## src/rtl/dual_vec_rshift.sv

```systemverilog
module dual_vec_rshift #(
  parameter int W     = 107,
  parameter int AMT_W = 11
) (
  input  logic             clk,
  input  logic             rst_n,
  input  logic [W-1:0]     sum_in,
  input  logic [W-1:0]     carry_in,
  input  logic [AMT_W-1:0] amount,
  input  logic             neg_sel,
  input  logic             prod_mode,
  output logic [W-1:0]     sum_out,
  output logic [W-1:0]     carry_out
);
  localparam int STAGES = $clog2(W);

  logic [W-1:0] s_row [0:STAGES];
  logic [W-1:0] c_row [0:STAGES];
  logic         too_far;
  logic         extra;
  logic [W-1:0] s_fin, c_fin;

  assign s_row[0] = sum_in;
  assign c_row[0] = carry_in;

  for (genvar g = 0; g < STAGES; g++) begin : g_row
    localparam int SH = 1 << g;
    assign s_row[g+1] = amount[g] ? {{SH{s_row[g][W-1]}}, s_row[g][W-1:SH]} : s_row[g];
    assign c_row[g+1] = amount[g] ? {{SH{c_row[g][W-1]}}, c_row[g][W-1:SH]} : c_row[g];
  end

  assign too_far = |amount[AMT_W-1:STAGES];
  assign extra   = prod_mode & neg_sel;

  assign s_fin = too_far ? '0 :
                 extra   ? {s_row[STAGES][W-1], s_row[STAGES][W-1:1]} : s_row[STAGES];
  assign c_fin = too_far ? '0 :
                 extra   ? {c_row[STAGES][W-1], c_row[STAGES][W-1:1]} : c_row[STAGES];

  always_ff @(posedge clk or negedge rst_n) begin
    if (!rst_n) begin
      sum_out   <= '0;
      carry_out <= '0;
    end else begin
      sum_out   <= s_fin;
      carry_out <= c_fin;
    end
  end
endmodule

```

## config.mk

```make
export PLATFORM = sky130hd
export DESIGN_NAME = dual_vec_rshift
export DESIGN_NICKNAME = d
export VERILOG_FILES = /design/src/rtl/dual_vec_rshift.sv
export SDC_FILE = /design/constraint.sdc
export NUM_CORES = 1
export LEC_CHECK = 0
export BUFFER_PORTS_ARGS = -buffer_cell sky130_fd_sc_hd__buf_4
export CORE_MARGIN = 10
export CORE_UTILIZATION = 35
export DETAILED_ROUTE_END_ITERATION = 16
export PLACE_DENSITY_LB_ADDON = 0.25
export SLEW_MARGIN = 20
export SYNTH_ARGS = -nofsm -noshare
export SYNTH_HDL_FRONTEND = slang
export SYNTH_SLANG_ARGS = --single-unit
```

## constraint.sdc

```tcl
create_clock -name clk -period 0.8 [get_ports clk]
set_input_delay 0.08 -clock clk [delete_from_list [all_inputs] [get_ports clk]]
set_output_delay 0.08 -clock clk [all_outputs]
set_load 0.01 [all_outputs]
```

# After elaboration in Yosys (flattened, before gate mapping)

Index checks and enable logic that the tools add are counted.

Logic and storage cells: 22
Register bits after elaboration: 214
Output and inout port bits: 214

Bitwise operators: 1
Multiplexer cells: 18
Reduce and logical (&&, ||, !) cells: 1

Operators with widths:

| kind                | count |
|---|---|
| 106-bit two-way mux | 16 |
| 107-bit two-way mux | 2 |
| 4-bit OR reduction  | 1 |
| 1-bit AND           | 1 |

# Longest topological paths before layout

Depth in word-level cells: 9
Mapped depth: 12
Gate-level depth less buffers: 7

# Worst setup path before layout

Ideal clock, no wire load.

Path kind: input port to flip-flop
Start: input amount[1]
End: register sum_out[5]
Stages: 10
Library setup time: 0.138 ns
Path slack: -1.600 ns
Arrival time: 2.262 ns
Data required time: 0.662 ns
Path through: buf_2 -> buf_2 -> buf_2 -> buf_2 -> mux4_2 -> mux2_4 -> a222oi_1 -> o22ai_1 -> a211oi_2 -> o22ai_1

Cells in the longest elaborated chain, start to end: 8

RTL lines:

| what                             | RTL line | text |
|---|---|---|
| start, declared                  | 9        | `input logic [AMT_W-1:0] amount,` |
| 106-bit two-way mux (6 in a row) | 28       | `assign s_row[g+1] = amount[g] ? {{SH{s_row[g][W-1]}}, s_row[g][W-1:SH]} : s_row[g];` |
| 106-bit two-way mux              | 36       | `extra ? {s_row[STAGES][W-1], s_row[STAGES][W-1:1]} : s_row[STAGES];` |
| 107-bit two-way mux              | 35       | `assign s_fin = too_far ? '0 :` |
| net s_fin[5]                     | 21       | `logic [W-1:0] s_fin, c_fin;` |
| end signal, assigned             | 45       | `sum_out <= s_fin;` |
| end, declared                    | 12       | `output logic [W-1:0] sum_out,` |

The timed path passes the listed nets, and every way through them passes these cells.

# Worst setup path in the final report

Start: input amount[0]
End: register sum_out[51]

Cells in the longest elaborated chain, start to end: 9

RTL lines:

| what                             | RTL line |
|---|---|
| 106-bit two-way mux (7 in a row) | 28 |
| 106-bit two-way mux              | 36 |
| 107-bit two-way mux              | 35 |
| net s_fin[51]                    | 21 |

The timed path passes the listed nets, and every way through them passes these cells.

==> run_results.csv <==
group,metric,value,unit
run_status,status,"finished, violations left",
run_status,violations,"negative setup slack",
synthesis,synth_ff_type,"dfrtp_1",
power,internal_power,33.25,mW
synthesis,syn_nets,2874,
power,p_switching,26.01,mW
setup_path,crit_type,"primary input to register",
detailed_routing,wirelength,196300,um
timing,fin_crit_sh,2.978,
synthesis,syn_avg_cell_area,9.096,um2
cells_and_area,finalNetCount,4317,
floorplanning,die-area,0.07963,mm2
detailed_routing,viasPerCell,6.907,
clocking,cts_tree,"yes",
power,power_density,1382,mW/mm2
floorplanning,die_y,282.2,um
synthesis,ys_seq_area_frac,0.2226,
detailed_routing,vias,34430,
timing,finalHoldViolCount,0,
setup_path,cp-start-kind,"primary input",
synthesis,synth-seq-cells,214,
detailed_routing,dr.first_iter.drc_count,5275,
floorplanning,core_area,0.06835,mm2
setup_path,cpMaxStageDelayCell,"a222oi_1",
global_routing,grt_pass1_wl,265600,um
cells_and_area,final_common_cell,"buf_4",
synthesis,synth_top_family_by_area,"multiplexers",
floorplanning,io_pins,443,
power,p_clk_frac,0.180,
cells_and_area,final_cell_mix,"buf_4 (1,489), nand2_1 (250), dfrtp_1 (214)",
timing,rsz0062_at_grt,"yes",
setup_path,worstPathArrival,2780,ps
setup_path,worstPathRequired,1200,ps
synthesis,synth_top_area_frac,0.2226,
synthesis,synth_xor_xnor_area_share,0,
detailed_routing,drtAntennaViolNets,0,
timing,postLayoutSetupSlackWorst,-1582,ps
power,p_sw_frac,0.4390,
placement,io_buffer_count,442,
run,maxCapViolCount,0,
timing,tightestPinTransition,923.2,ps
timing,drv_slew,0,
clocking,clock_sinks,214,
cells_and_area,syn2layout_area_growth,78.26,%
clocking,root_buffer,"clkbuf_16",
synthesis,syn_inst,2645,
detailed_routing,wl_per_cell,39.38,um
global_routing,gr-total-overflow,0,
timing,max_slew_margin,0.3845,
setup_path,crit_fanout,7,
power,ir_worst_vdd,1367,uV
synthesis,syn_area,0.02406,mm2
timing,hold_ws,17.95,ps
clocking,cts_buffer_depth,3,
clocking,clk_pin_slew,70,ps
floorplanning,die_w,282.2,um
placement,place.detailed.hpwl,157600,um
synthesis,ys_top_cells_by_area,"dfrtp_1 (22%), mux4_2 (18%), mux2_2 (6.9%), mux2i_1 (6.4%), nand2_1 (4.4%)",
timing,period_needed,2382,ps
cells_and_area,drive_above_1_share,0.6437,
cells_and_area,n_fill_cell,5478,
placement,gp_congestion,1.129,
global_routing,grtUsageTotal,0.4711,
synthesis,synth_edf_count,0,
power,leakagePower,19.07,nW
synthesis,yosys.area_share.adder,0,
timing,max_freq,419.8,MHz
global_routing,grt_start_max_net_pins,73,
setup_path,cp_num_buf_inv,5,
global_routing,antenna_found_initial,8,
global_routing,grt_pass1_vias,33580,
synthesis,synthSimpleGateAreaFrac,0.1187,
hold_path,hold_path.class,"primary input to asynchronous set/reset pin",
timing,setup_viol,426,
power,p_seq_frac,0.188,
synthesis,async_flop_share,1.000,
floorplanning,rows,96,
synthesis,yosysUniqueCellTypes,83,
setup_path,max_stage_delay,570,ps
synthesis,synth-compound-area-share,0.2728,
detailed_routing,drtPass1Iterations,9,
setup_path,crit_family,"multiplexers",
power,pwr-share-comb,0.632,
placement,place_ws,-2599,ps
synthesis,ys_warn_count,0,
synthesis,yosysTopAreaCell,"dfrtp_1",
floorplanning,start_util,0.3520,
detailed_routing,drc_errors,0,
setup_path,crit_path_start,"amount[0]",
setup_path,cp-end-kind,"register",
synthesis,muxShareOfSynthArea,0.3267,
setup_path,cp_cell_sequence,"buf_16 -> buf_16 -> buf_8 -> mux4_2 -> mux2_4 -> mux2_4 -> buf_4 -> a222oi_1 -> buf_4 -> o221ai_2",
clocking,cts_max_level,1,
clocking,numCtsBuffers,20,
## sequential cells by signal (all words and copies together) (netlist names)
signal	count
carry_out	107
sum_out	107
## metal layers
layer  wire length (um)  vias up  track usage
li1                   -    13380            -
met1              71060    16830       0.5861
met3              27940      829       0.1730
met5                 63        -            0
met4              17560       10       0.3025
met2              79700     3384       0.6801
## synth_stat cells (16+ instances only)
cell type  instances
nand2_1          279
nor2_1           236
dfrtp_1          214
mux4_2           197
a21oi_1          187
clkbuf_1         167
o21ai_0          157
mux2i_1          155
mux2_2           147
o22ai_1          129
a221oi_1          54
buf_2             53
a22oi_1           52
a211oi_1          50
buf_1             43
nand3_1           39
o211ai_1          38
nor3_1            28
o221ai_1          28
o21a_1            23
a22o_1            22
and2_1            18
a2bb2oi_1         17
or2_2             17
a221o_1           16
o31ai_1           16
## cell families after synthesis
group                  Yosys count
muxes                          510
AOI/OAI and AO/OA              950
and+or+nand+nor                672
DFF                            214
buffers and inverters          299
## timing repair
item,CTS,global route
pin swaps,105,141
buffers inserted,67,70
hold buffers,1,0
gates cloned,6,1
resized for setup,486,332
hold endpoints to repair,214,0
endpoints found under the setup margin,426,428
## power groups by stage
stage | sequential (mW) | clock [mW] | combinational [mW]
floorplan | 11.5 | 0 | 11.6
global placement | 11.3 | 0 | 29.9
detailed placement | 11.3 | 0 | 30.2
CTS | 11.1 | 10.7 | 33.2
global route | 11.1 | 11.1 | 37.5
finish | 11.1 | 10.7 | 37.4
## layout make-up
class,instances,area (um2),share of cell area
tap,882,1104,0.02573
multi-input combinational,2132,21060,0.4910
clock buffer,21,525.5,0.01225
timing repair buffer,1707,14600,0.3405
clock inverter,14,177.7,0.004143
inverter,13,60.06,0.001400
sequential,214,5355,0.1249
antenna,2,5.005,0.0001167
## path summary, 6_finish.rpt
kind	cells after the start	end
max in group asynchronous	3	carry_out[52]
min in group clk	4	sum_out[105]
hold / removal	2	sum_out[1]
setup / recovery	10	sum_out[51]
## through the flow
stage	area [um2]	std cells	setup TNS (ps)	util	power, mW
2_1_floorplan	24780	2645	-272410	-	23.09
3_3_place_gp	37340	4835	-422290	0.5463	41.23
3_5_place_dp	37350	4837	-429800	0.5465	41.52
4_1_cts	40920	4934	-322260	0.5987	55.01
5_1_grt	42880	4983	-351030	0.6274	59.71
6_report	42890	4985	-345420	0.6275	59.26
No activity file was read; power rests on OpenSTA's default activity.
